## config.mk

```make
export PLATFORM = sky130hd
export DESIGN_NAME = nand_hecc_engine
export DESIGN_NICKNAME = d
export VERILOG_FILES = /design/src/rtl/hecc_pkg.sv /design/src/rtl/hecc_parity_gen.sv /design/src/rtl/hecc_code_pack.sv /design/src/rtl/hecc_syndrome_chk.sv /design/src/rtl/nand_hecc_engine.sv
export SDC_FILE = /design/constraint.sdc
export NUM_CORES = 1
export LEC_CHECK = 0
export ABC_AREA = 1
export BUFFER_PORTS_ARGS = -buffer_cell sky130_fd_sc_hd__buf_4
export CORE_MARGIN = 2
export CORE_UTILIZATION = 35
export CTS_CLUSTER_DIAMETER = 30
export DETAILED_ROUTE_END_ITERATION = 12
export PLACE_DENSITY = 0.55
export SYNTH_ARGS = -nofsm -noshare
export SYNTH_HDL_FRONTEND = slang
export SYNTH_SLANG_ARGS = --single-unit
export TNS_END_PERCENT = 5
```

## constraint.sdc

```tcl
create_clock -name clk -period 6 [get_ports clk]
set_input_delay 0.3 -clock clk [delete_from_list [all_inputs] [get_ports clk]]
set_output_delay 0.3 -clock clk [all_outputs]
set_load 0.05 [all_outputs]
```

## src/rtl/hecc_pkg.sv

```systemverilog
package hecc_pkg;

  typedef enum logic [1:0] {
    HECC_CLEAN     = 2'd0,
    HECC_FIXED     = 2'd1,
    HECC_CODE_FLIP = 2'd2,
    HECC_FATAL     = 2'd3
  } hecc_result_e;

  localparam int BYTE_BITS = 8;
  localparam int BITPOS_W  = 3;

endpackage

```

## src/rtl/hecc_parity_gen.sv

```systemverilog
module hecc_parity_gen #(
  parameter int SECTOR_BYTES = 512,
  parameter int BYTE_W       = $clog2(SECTOR_BYTES),
  parameter int HALF_W       = BYTE_W + hecc_pkg::BITPOS_W
) (
  input  logic              clk,
  input  logic              rst,
  input  logic              restart,
  input  logic              in_valid,
  input  logic [7:0]        in_byte,
  output logic [HALF_W-1:0] par_hi,
  output logic [HALF_W-1:0] par_lo,
  output logic              full
);
  localparam int CNT_W = BYTE_W + 1;
  localparam logic [CNT_W-1:0] LAST_CNT = CNT_W'(SECTOR_BYTES);
  localparam int BP_W = hecc_pkg::BITPOS_W;

  logic [CNT_W-1:0]  cnt_q, cnt_base, cnt_inc;
  logic [HALF_W-1:0] hi_q, lo_q, hi_base, lo_base, hi_c, lo_c;
  logic [BP_W-1:0]   bp_hi, bp_lo;
  logic [BYTE_W-1:0] ix_hi, ix_lo;
  logic              full_q, take, byte_par;

  // a restart discards history in the same cycle
  always_comb begin
    cnt_base = restart ? '0 : cnt_q;
    hi_base  = restart ? '0 : hi_q;
    lo_base  = restart ? '0 : lo_q;
    take     = in_valid && (restart || !full_q);
    cnt_inc  = cnt_base + CNT_W'(1);
    byte_par = ^in_byte;
  end

  // bit-position parities within one byte
  always_comb begin
    bp_hi = '0;
    bp_lo = '0;
    for (int b = 0; b < hecc_pkg::BYTE_BITS; b++) begin
      for (int k = 0; k < BP_W; k++) begin
        if (((b >> k) & 1) == 1) bp_hi[k] = bp_hi[k] ^ in_byte[b];
        else                     bp_lo[k] = bp_lo[k] ^ in_byte[b];
      end
    end
  end

  // byte-index parities: whole-byte parity steered by index bit
  for (genvar j = 0; j < BYTE_W; j++) begin : g_idx
    assign ix_hi[j] = cnt_base[j] & byte_par;
    assign ix_lo[j] = ~cnt_base[j] & byte_par;
  end

  assign hi_c = {ix_hi, bp_hi};
  assign lo_c = {ix_lo, bp_lo};

  always_ff @(posedge clk) begin
    if (rst) begin
      cnt_q  <= '0;
      hi_q   <= '0;
      lo_q   <= '0;
      full_q <= 1'b0;
    end else if (take) begin
      cnt_q  <= cnt_inc;
      hi_q   <= hi_base ^ hi_c;
      lo_q   <= lo_base ^ lo_c;
      full_q <= (cnt_inc == LAST_CNT);
    end else if (restart) begin
      cnt_q  <= '0;
      hi_q   <= '0;
      lo_q   <= '0;
      full_q <= 1'b0;
    end
  end

  assign par_hi = hi_q;
  assign par_lo = lo_q;
  assign full   = full_q;

endmodule

```

## src/rtl/hecc_code_pack.sv

```systemverilog
module hecc_code_pack #(
  parameter int HALF_W = 12,
  parameter int CODE_W = 2 * HALF_W
) (
  input  logic [HALF_W-1:0] par_hi,
  input  logic [HALF_W-1:0] par_lo,
  output logic [CODE_W-1:0] code
);
  // inversion makes an erased (all-ones) sector carry an all-ones code
  assign code = ~{par_hi, par_lo};
endmodule

```

## src/rtl/hecc_syndrome_chk.sv

```systemverilog
module hecc_syndrome_chk #(
  parameter int SECTOR_BYTES = 512,
  parameter int BYTE_W       = $clog2(SECTOR_BYTES),
  parameter int HALF_W       = BYTE_W + hecc_pkg::BITPOS_W,
  parameter int CODE_W       = 2 * HALF_W
) (
  input  logic              clk,
  input  logic              rst,
  input  logic              in_valid,
  input  logic [CODE_W-1:0] stored,
  input  logic [CODE_W-1:0] calc,
  output logic              out_valid,
  output logic [1:0]        out_kind,
  output logic [BYTE_W-1:0] out_byte,
  output logic [2:0]        out_bit
);
  import hecc_pkg::*;

  localparam logic [BYTE_W:0] LIMIT = (BYTE_W + 1)'(SECTOR_BYTES);

  logic [CODE_W-1:0] diff;
  logic [HALF_W-1:0] d_hi, d_lo;
  logic [BYTE_W-1:0] loc_byte;
  logic [2:0]        loc_bit;
  logic              is_zero, is_compl, is_single, in_range;
  hecc_result_e      kind_c;

  always_comb begin
    diff      = stored ^ calc;
    d_hi      = diff[CODE_W-1:HALF_W];
    d_lo      = diff[HALF_W-1:0];
    loc_bit   = d_hi[2:0];
    loc_byte  = d_hi[HALF_W-1:3];
    is_zero   = (diff == '0);
    is_compl  = ((d_hi ^ d_lo) == '1);
    is_single = $onehot(diff);
    in_range  = ({1'b0, loc_byte} < LIMIT);
    if (is_zero)                   kind_c = HECC_CLEAN;
    else if (is_compl && in_range) kind_c = HECC_FIXED;
    else if (is_compl)             kind_c = HECC_FATAL;
    else if (is_single)            kind_c = HECC_CODE_FLIP;
    else                           kind_c = HECC_FATAL;
  end

  always_ff @(posedge clk) begin
    if (rst) begin
      out_valid <= 1'b0;
      out_kind  <= HECC_CLEAN;
      out_byte  <= '0;
      out_bit   <= '0;
    end else begin
      out_valid <= in_valid;
      if (in_valid) begin
        out_kind <= kind_c;
        out_byte <= (kind_c == HECC_FIXED) ? loc_byte : '0;
        out_bit  <= (kind_c == HECC_FIXED) ? loc_bit  : '0;
      end
    end
  end

endmodule

```

## src/rtl/nand_hecc_engine.sv

```systemverilog
module nand_hecc_engine #(
  parameter int SECTOR_BYTES = 512,
  parameter int BYTE_W       = $clog2(SECTOR_BYTES),
  parameter int HALF_W       = BYTE_W + hecc_pkg::BITPOS_W,
  parameter int CODE_W       = 2 * HALF_W
) (
  input  logic              clk,
  input  logic              rst,
  input  logic              byte_valid,
  input  logic [7:0]        byte_data,
  input  logic              code_rd,
  output logic              gen_done,
  output logic              code_valid,
  output logic [CODE_W-1:0] code_out,
  input  logic              chk_valid,
  input  logic [CODE_W-1:0] chk_stored,
  input  logic [CODE_W-1:0] chk_calc,
  output logic              res_valid,
  output logic [1:0]        res_kind,
  output logic [BYTE_W-1:0] err_byte,
  output logic [2:0]        err_bit
);
  logic [HALF_W-1:0] par_hi, par_lo;
  logic [CODE_W-1:0] packed_code, code_q;
  logic              code_valid_q;

  hecc_parity_gen #(
    .SECTOR_BYTES(SECTOR_BYTES),
    .BYTE_W      (BYTE_W),
    .HALF_W      (HALF_W)
  ) u_gen (
    .clk     (clk),
    .rst     (rst),
    .restart (code_rd),
    .in_valid(byte_valid),
    .in_byte (byte_data),
    .par_hi  (par_hi),
    .par_lo  (par_lo),
    .full    (gen_done)
  );

  hecc_code_pack #(
    .HALF_W(HALF_W),
    .CODE_W(CODE_W)
  ) u_pack (
    .par_hi(par_hi),
    .par_lo(par_lo),
    .code  (packed_code)
  );

  always_ff @(posedge clk) begin
    if (rst) begin
      code_q       <= '0;
      code_valid_q <= 1'b0;
    end else begin
      code_valid_q <= code_rd;
      if (code_rd) code_q <= packed_code;
    end
  end

  assign code_out   = code_q;
  assign code_valid = code_valid_q;

  hecc_syndrome_chk #(
    .SECTOR_BYTES(SECTOR_BYTES),
    .BYTE_W      (BYTE_W),
    .HALF_W      (HALF_W),
    .CODE_W      (CODE_W)
  ) u_chk (
    .clk      (clk),
    .rst      (rst),
    .in_valid (chk_valid),
    .stored   (chk_stored),
    .calc     (chk_calc),
    .out_valid(res_valid),
    .out_kind (res_kind),
    .out_byte (err_byte),
    .out_bit  (err_bit)
  );

endmodule

```

# Yosys cells after proc, flatten, opt, wreduce, memory -nomap -nowiden

Index checks and enable logic that the tools add are counted.

Bits in registers: 75
Input bits: 61
Word-level logic and storage cells: 106
Output and inout port bits: 41

Add/subtract/negate cells: 24
Multiplexer cells: 13
Bitwise gates (word level): 49
Reductions and logical operators: 6
Eq/ne operators: 4

Operators with widths:

| kind                  | number |
|---|---|
| $add 5x5->5           | 11 |
| $mux 12               | 4 |
| $xor 12x12->12        | 3 |
| $add 1x1->2           | 12 |
| $logic_not 24->1      | 1 |
| $not 24->24           | 1 |
| $xor 24x24->24        | 1 |
| $mux 10               | 2 |
| $and 1x1->1           | 18 |
| $xor 1x1->1           | 17 |
| $eq 12x12->1 const B  | 1 |
| $add 10x1->10 const B | 1 |
| $eq 10x10->1 const B  | 1 |
| $mux 9                | 1 |
| $not 1->1             | 9 |
| $reduce_xor 8->1      | 1 |
| $eq 5x1->1 const B    | 1 |
| $mux 2                | 2 |
| $mux 1                | 3 |
| $mux 3                | 1 |
| $eq 2x1->1 const B    | 1 |
| $reduce_bool 2->1     | 1 |
| $logic_and 1x1->1     | 1 |
| $logic_not 1->1       | 1 |
| $logic_or 1x1->1      | 1 |

# Logic depth before layout (Yosys ltp)

Gate-level depths: netlist of the first run.

Word-level depth: 12
Depth in mapped cells: 22
Depth with buffers taken out: 22

# Cells and area by module

A second synthesis of the first run with hierarchy kept.

Cell total of the unflattened synthesis: 846
Area, all modules: 5365.1 sq um

Modules (own cells, without submodules):

| module            | times used | cells each | area each (sq um) |
|---|---|---|---|
| hecc_syndrome_chk | 1          | 350        | 2152.1 |
| hecc_parity_gen   | 1          | 317        | 2120.8 |
| nand_hecc_engine  | 1          | 155        | 1002.2 |
| hecc_code_pack    | 1          | 24         | 90.1 |

# Worst setup path before layout of the first run

No wires, ideal clock.

Path type: input-to-reg
From: in chk_calc[10]
To: reg u_chk.out_kind[0]
Arrival: 4.425 ns
Stages: 19
Slack: 1.443 ns
Path buffers: 0
Data required time: 5.868 ns
Cell sequence: inv_1 > nand2_1 > nand2_1 > ha_1 > fa_1 > inv_1 > fa_1 > fa_1 > fa_1 > inv_1 > fa_1 > ha_1 > fa_1 > nor2_1 > nand2_1 > nor2_1 > nand3_1 > a21boi_0 > a21oi_1

Cells in the longest elaborated chain, start to end: 10

Ends and longest elaborated chain:

| item                                           | line                    | RTL |
|---|---|---|
| from (decl)                                    | nand_hecc_engine.sv:17  | `input logic [CODE_W-1:0] chk_calc,` |
| $xor 24x24->24 *                               | hecc_syndrome_chk.sv:29 | `diff = stored ^ calc;` |
| $add 1x1->2 (implied by the code)              | hecc_syndrome_chk.sv:36 | `is_single = $onehot(diff);` |
| $add 5x5->5 (implied by the code) (4 in a row) | hecc_syndrome_chk.sv:36 |  |
| $eq 5x1->1                                     | hecc_syndrome_chk.sv:36 |  |
| $mux 1                                         | hecc_syndrome_chk.sv:41 | `else if (is_single) kind_c = HECC_CODE_FLIP;` |
| $mux 2                                         | hecc_syndrome_chk.sv:39 | `else if (is_compl && in_range) kind_c = HECC_FIXED;` |
| $mux 2 *                                       | hecc_syndrome_chk.sv:38 | `if (is_zero) kind_c = HECC_CLEAN;` |
| to (signal assigned)                           | hecc_syndrome_chk.sv:54 | `out_kind <= kind_c;` |
| to (decl)                                      | hecc_syndrome_chk.sv:13 | `output logic [1:0] out_kind,` |

Mark *: on every way between the ends. The rest lies on a longest branch, timed or not.
A chain may end at the register's enable or synchronous reset.

# Worst setup path after layout of the first run

From: in chk_calc[16]
To: reg u_chk.out_kind[0]

Cells in the longest elaborated chain, start to end: 9

Ends and longest elaborated chain:

| item                                           | line |
|---|---|
| $xor 24x24->24 *                               | hecc_syndrome_chk.sv:29 |
| $add 1x1->2 (implied by the code)              | hecc_syndrome_chk.sv:36 |
| $add 5x5->5 (implied by the code) (3 in a row) | hecc_syndrome_chk.sv:36 |
| $eq 5x1->1                                     | hecc_syndrome_chk.sv:36 |
| $mux 1                                         | hecc_syndrome_chk.sv:41 |
| $mux 2                                         | hecc_syndrome_chk.sv:39 |
| $mux 2 *                                       | hecc_syndrome_chk.sv:38 |

Marks and branches as above.

==> results of run 1 <==
-- metal layers --
layer	part of all wire	global-route usage
met1	0.56	0.262
met4	0.0063	0.0349
met3	0.052	0.0363
met2	0.39	0.222
met5	0	0
-- stage by stage --
| stage | cell area, um2 | hold slack, ns | utilization | instances | power [uW] |
|---|---|---|---|---|---|
| 6_report | 6430 | 0.285 | 0.441 | 1061 | 2070 |
| 3_3_place_gp | 6110 | 0.424 | 0.419 | 1045 | 1490 |
| 3_5_place_dp | 6110 | 0.422 | 0.419 | 1045 | 1490 |
| 4_1_cts | 6430 | 0.279 | 0.441 | 1061 | 2100 |
| 5_1_grt | 6430 | 0.293 | 0.441 | 1061 | 2280 |
| 2_1_floorplan | 5240 | 0.410 | - | 787 | 1280 |
-- worst paths after layout --
check,start,endpoint,slack [ns],depth (start not counted)
hold / removal,rst,u_chk.out_byte[1],0.29,2
setup / recovery,chk_calc[16],u_chk.out_kind[0],1.42,18
hold reg to reg,u_gen.par_lo[9],code_out[9],0.43,1
setup reg to reg,u_gen.full,u_gen.par_hi[11],3.81,8
-- worst register-to-register path, delay by kind of cell (launching register included) --
family	cells	cell delay, ns
buffers and inverters	1	0.77
DFF	1	0.30
and+or+nand+nor	7	1.01
-- flip-flops by register name, summed over array words and instances, names as in the netlist --
register	flops
code_out	24
u_gen.par_hi	12
u_gen.par_lo	12
u_gen.cnt_q	10
u_chk.out_byte	9
u_chk.out_bit	3
u_chk.out_kind	2
code_valid	1
u_chk.out_valid	1
u_gen.full	1
-- power by group through the flow --
stage	combinational, uW	sequential, uW	clock (uW)
4_1_cts	939	550	607
6_report	928	549	595
3_5_place_dp	929	561	0
3_3_place_gp	935	560	0
5_1_grt	1090	553	633
2_1_floorplan	662	617	0
-- area by class of cell --
type | instances | area (um2) | share of cell area
timing repair buffer | 102 | 766 | 0.119
multi-input combinational | 577 | 3210 | 0.498
sequential | 75 | 1500 | 0.233
tap | 184 | 230 | 0.0358
clock inverter | 3 | 68.8 | 0.0107
inverter | 107 | 402 | 0.0624
clock buffer | 13 | 260 | 0.0404
-- cell families (layout without fill, tap and decap cells) --
logic type	after synthesis	after routing	synth area share
buffers and inverters	135	225	0.102
AND/OR/NAND/NOR	393	393	0.307
flip-flops	75	75	0.286
adder cells (fa/ha/maj)	51	51	0.149
XOR/XNOR	31	31	0.0547
AO/OA/AOI/OAI	102	102	0.101
-- cell usage in the layout (no fill, tap or decap), types with 2 or more instances in the layout --
cell type  netlist  layout
a21oi_1         59      59
buf_4            1     102
bufinv_16        0       2
clkbuf_1        16       2
clkbuf_16        0       9
clkbuf_8         0       2
dfxtp_1         75      75
fa_1            19      19
ha_1            32      32
inv_1          105     105
nand2_1        238     238
nand2_2          2       2
nand3_1         24      24
nand4_1         27      27
nor2_1          95      95
nor2_4           2       2
o211ai_1         5       5
o21ai_0         36      36
xnor2_1         17      17
xor2_1          12      12
==> reports/metrics.yaml, run 1 <==
floorplanning:
  start_util: 0.359
  die_width_um: 126
  die_area_um2: 16000
  num_io_pins: 102
  coreArea_um2: 14600
  die_y_um: 126
  row_count: 44
global_route:
  grt_pass1_wl_mm: 21.4
  grt_max_degree: 64
  grt-ovfl-total: 0
  track_usage: 0.164
  antenna_found_initial: 0
  grt_pass1_vias: 4376
setup_path:
  arrival_ns: 4.80
  end_kind: "flop"
  startpoint_type: "input port"
  cp_num_buf_inv: 3
  crit_family: "adder cells"
  crit_type: "in2reg"
  path_max_fanout: 3
  max_stage_delay_ns: 0.56
  cp_common_cell: "fa_1"
  crit_chain: "buf_4, xnor2_1, ha_1, inv_1, fa_1, fa_1, fa_1, fa_1, inv_1, fa_1, ha_1, fa_1, nor2_1, nand2_1, nor2_1, nand3_1, a21boi_0, a21oi_1"
  required_ns: 6.22
  cp_slowest_cell: "fa_1"
sta:
  rsz0062_at_grt: "false"
  period_minus_slack_ns: 4.58
  finalMaxSlewViolations: 0
  period_share: 0.764
  tns_ns: 0
  worst_slack_ns: 1.42
  fin_skew_ns: 0.00556
  worstMarginPinSlew_ns: 0.940
  setup_viol: 0
  hold_violations: 0
  max_freq_mhz: 218
  slew_headroom: 0.373
yosys:
  netlist_area_um2: 5240
  syn_inst: 787
  yosys_register_bits: 75
  ys.flop_type: "dfxtp_1"
  yosys.cell_count.top_type: "nand2_1"
  synth_top_area_frac: 0.286
  synthTopCellsByArea: "dfxtp_1, nand2_1, ha_1"
  syn_area_per_cell_um2: 6.66
  synth_nets: 899
  ys_seq_area_frac: 0.286
  yosysTopAreaCell: "dfxtp_1"
  ys_types: 31
  synth-warning-count: 0
  synth_common_cells: "nand2_1, inv_1, nor2_1, dfxtp_1, a21oi_1"
  synth-edff-count: 0
  async_flop_share: 0
clock_tree:
  insertion_delay_ns: 0.34
  clk_path_buf_depth: 2
  holdBufCountCts: 0
  cts_buffers: 9
  post_cts_resized: 0
  cts_tree: "yes"
  clock-sinks: 75
  clk_pin_slew_worst_paths_ns: 0.06
  cts_root_buf: "clkbuf_16"
  post_cts_buffers: 0
  cts.htree.levels: 3
placed_design:
  dp_slack_ns: 1.06
  globalplace.congestion: 0.820
  io_buffer_count: 101
  dp_hpwl_mm: 10.1
pwr:
  sw_frac_of_total: 0.368
  power.leakage_uw: 0.00328
  p_sw_uw: 762
  ir_drop_mv: 0.209
  comb_power_share: 0.448
  clkPwrFrac: 0.287
  internal_power_uw: 1310
  seqPwrFrac: 0.265
  power.density_nw_per_um2: 322
cells_and_area:
  num-fill-cells: 1575
  drive_above_1_share: 0.144
  layout.nets: 984
  num_antenna_cells: 0
  syn_to_final_growth_pct: 22.8
routing:
  drt-initial-drc-count: 289
  postRouteAntennaNets: 0
  vias: 4864
  wl_per_cell_um: 12.2
  dr.pass1.iters: 4
  postRouteWirelength_mm: 13.0
  drc: 0
  viasPerCell: 4.58
outcome:
  status: "completed"
flow_run:
  max-cap-violations: 0
worst_hold_path:
  hp-class: "in2reg"
No activity file was read; power rests on OpenSTA's default activity.
==> inputs of run 2 (changes only) <==
Clock period 6 ns to 4.8 ns, I/O delays scaled along.
==> run 2 against run 1 <==
  * First-iteration DRC count up 5.5%
  * Power up 26%
  * Hold slack worse by 0.059 ns
  * Combinational power up 29%
  * Sequential power up 25%
  * Die area unchanged
  * Flip-flop and latch count unchanged
  * Via count unchanged
  * Clock power up 22%
  * Utilization up 0.45 points
  * Critical path depth up 2
==> reports/metrics.yaml, run 2 (synthesis results as in run 1) <==
pwr:
  power.density_nw_per_um2: 401  # was 322 nW/um2
  ir_drop_mv: 0.206  # was 0.209 mV
  power.leakage_uw: 0.00332  # was 0.00328 uW
global_route:
  grt-ovfl-total: 0  # unchanged
  track_usage: 0.169  # was 0.164
  grt_pass1_vias: 4509  # was 4,376
  grt_max_degree: 64  # unchanged
  grt_pass1_wl_mm: 22.2  # was 21.4 mm
  antenna_found_initial: 0  # unchanged
clock_tree:
  holdBufCountCts: 0  # unchanged
  clk_pin_slew_worst_paths_ns: 0.06  # about the same
  post_cts_buffers: 0  # unchanged
  cts_buffers: 9  # unchanged
  clock-sinks: 75  # unchanged
  post_cts_resized: 0  # unchanged
  clk_path_buf_depth: 2  # unchanged
  cts.htree.levels: 3  # unchanged
  cts_root_buf: "clkbuf_16"  # unchanged
  insertion_delay_ns: 0.33  # was 0.34 ns
  cts_tree: "yes"  # unchanged
sta:
  slew_headroom: 0.496  # was 0.373
  setup_viol: 0  # unchanged
  worst_slack_ns: 0.307  # was 1.42 ns
  hold_violations: 0  # unchanged
  max_freq_mhz: 223
  finalMaxSlewViolations: 0  # unchanged
  period_share: 0.936
  period_minus_slack_ns: 4.49
  rsz0062_at_grt: "false"  # unchanged
  worstMarginPinSlew_ns: 0.752  # was 0.940 ns
  fin_skew_ns: 0.00626  # was 0.00556 ns
worst_hold_path:
  hold_path_depth: 2  # unchanged
  hold_start: "rst"  # unchanged
  hp-class: "in2reg"  # unchanged
  hold_end: "u_chk.out_bit[1]"  # was u_chk.out_byte[1]
cells_and_area:
  drive_above_1_share: 0.153  # was 0.144
  num-fill-cells: 1543  # was 1,575
  syn_to_final_growth_pct: 24.0  # was 22.8%
  layout_common_cells: "nand2_1, buf_4, inv_1"  # was nand2_1, inv_1, buf_4
  layout.nets: 994  # was 984
  stdcell_count: 1071  # was 1,061
  final_util: 0.446  # was 0.441
  layout_commonest_cell: "nand2_1"  # unchanged
  multi_input_area_um2: 3210  # unchanged
  regArea_um2: 1500  # unchanged
  num_antenna_cells: 0  # unchanged
  largest_register_ff_count: 24  # unchanged
routing:
  drc: 0  # unchanged
  viasPerCell: 4.54  # was 4.58
  wl_per_cell_um: 12.2  # about the same
  drt-initial-drc-count: 305  # was 289
  vias: 4864  # unchanged
  postRouteAntennaNets: 0  # unchanged
  postRouteWirelength_mm: 13.1  # was 13.0 mm
  dr.pass1.iters: 4  # unchanged
setup_path:
  arrival_ns: 4.70  # was 4.80 ns
  reg2reg_from: "u_gen.cnt_q[1]"  # was u_gen.full
  worstReg2RegEnd: "u_gen.full"  # was u_gen.par_hi[11]
  path_max_fanout: 3  # unchanged
  crit_type: "in2reg"  # unchanged
  required_ns: 5.01  # was 6.22 ns
  startpoint_type: "input port"  # unchanged
  worstRegToRegCells: 10  # was 8
  end_kind: "flop"  # unchanged
  rrSetupSlack_ns: 2.81  # was 3.81 ns
floorplanning:
  die_area_um2: 16000  # unchanged
  num_io_pins: 102  # unchanged
  start_util: 0.359  # unchanged
  die_y_um: 126  # unchanged
  die_width_um: 126  # unchanged
  row_count: 44  # unchanged
  coreArea_um2: 14600  # unchanged
placed_design:
  dp_cells: 1055  # was 1,045
  dp_hpwl_mm: 10.3  # was 10.1 mm
  io_buffer_count: 101  # unchanged
  globalplace.congestion: 0.848  # was 0.820
  dp_slack_ns: -0.0420  # was 1.06 ns
flow_run:
  max-cap-violations: 0  # unchanged
outcome:
  status: "completed"  # unchanged
==> run 2: power by group <==
part / switching [uW] / internal (uW)
Combinational: 692 / 504
Clock: 253 / 470
Sequential: 22.7 / 664
Total: 968 / 1640
==> run 2: stage by stage <==
| step | setup TNS, ns | total power [uW] | hold slack, ns | area (um2) |
|---|---|---|---|---|
| floorplan | 0 | 1600 | 0.410 | 5240 |
| global placement | 0 | 1890 | 0.424 | 6180 |
| detailed placement | -0.0420 | 1900 | 0.424 | 6180 |
| CTS | 0 | 2640 | 0.217 | 6500 |
| global route | 0 | 2860 | 0.227 | 6500 |
| finish | 0 | 2610 | 0.226 | 6500 |
==> run 2: how the worst max path moves through the flow <==
| stage | start | to | slack [ns] | cells past startpoint |
|---|---|---|---|---|
| 2_1_floorplan | chk_calc[10] | u_chk.out_kind[0] | 0.30 | 19 |
| 3_3_place_gp | chk_calc[12] | u_chk.out_kind[0] | 0.04 | 18 |
| 3_5_place_dp | chk_calc[16] | u_chk.out_kind[0] | -0.04 | 18 |
| 4_1_cts | chk_calc[16] | u_chk.out_kind[0] | 0.29 | 18 |
| 5_1_grt | chk_calc[16] | u_chk.out_kind[0] | 0.03 | 18 |
| 6_report | chk_stored[17] | u_chk.out_kind[0] | 0.31 | 20 |
==> run 2: layout make-up <==
cell class | instances | area share
inverter | 107 | 0.0618
clock inverter | 4 | 0.0114
sequential | 75 | 0.231
timing repair buffer | 112 | 0.129
tap | 184 | 0.0354
clock buffer | 12 | 0.0379
multi-input combinational | 577 | 0.493
==> run 2: routing by layer <==
metal	part of all wire	GRT usage	up-vias	routed length [um]
met3	0.067	0.0388	12	875
met2	0.37	0.224	106	4890
met4	0.0099	0.0407	0	129
met1	0.55	0.271	2100	7160
met5	0	0	-	0
li1	-	-	2646	-
==> run 2: critical path, stage by stage <==
cell and delay [ns]:
buf_4 0.09, inv_1 0.04, nand2_1 0.05, nand2_1 0.12, ha_1 0.31, inv_1 0.05
fa_1 0.44, fa_1 0.57, fa_1 0.45, fa_1 0.54, inv_1 0.05, fa_1 0.53
ha_1 0.20, fa_1 0.43, nor2_1 0.09, nand2_1 0.05, nor2_1 0.09, nand3_1 0.08
a21boi_0 0.17, a21oi_1 0.09
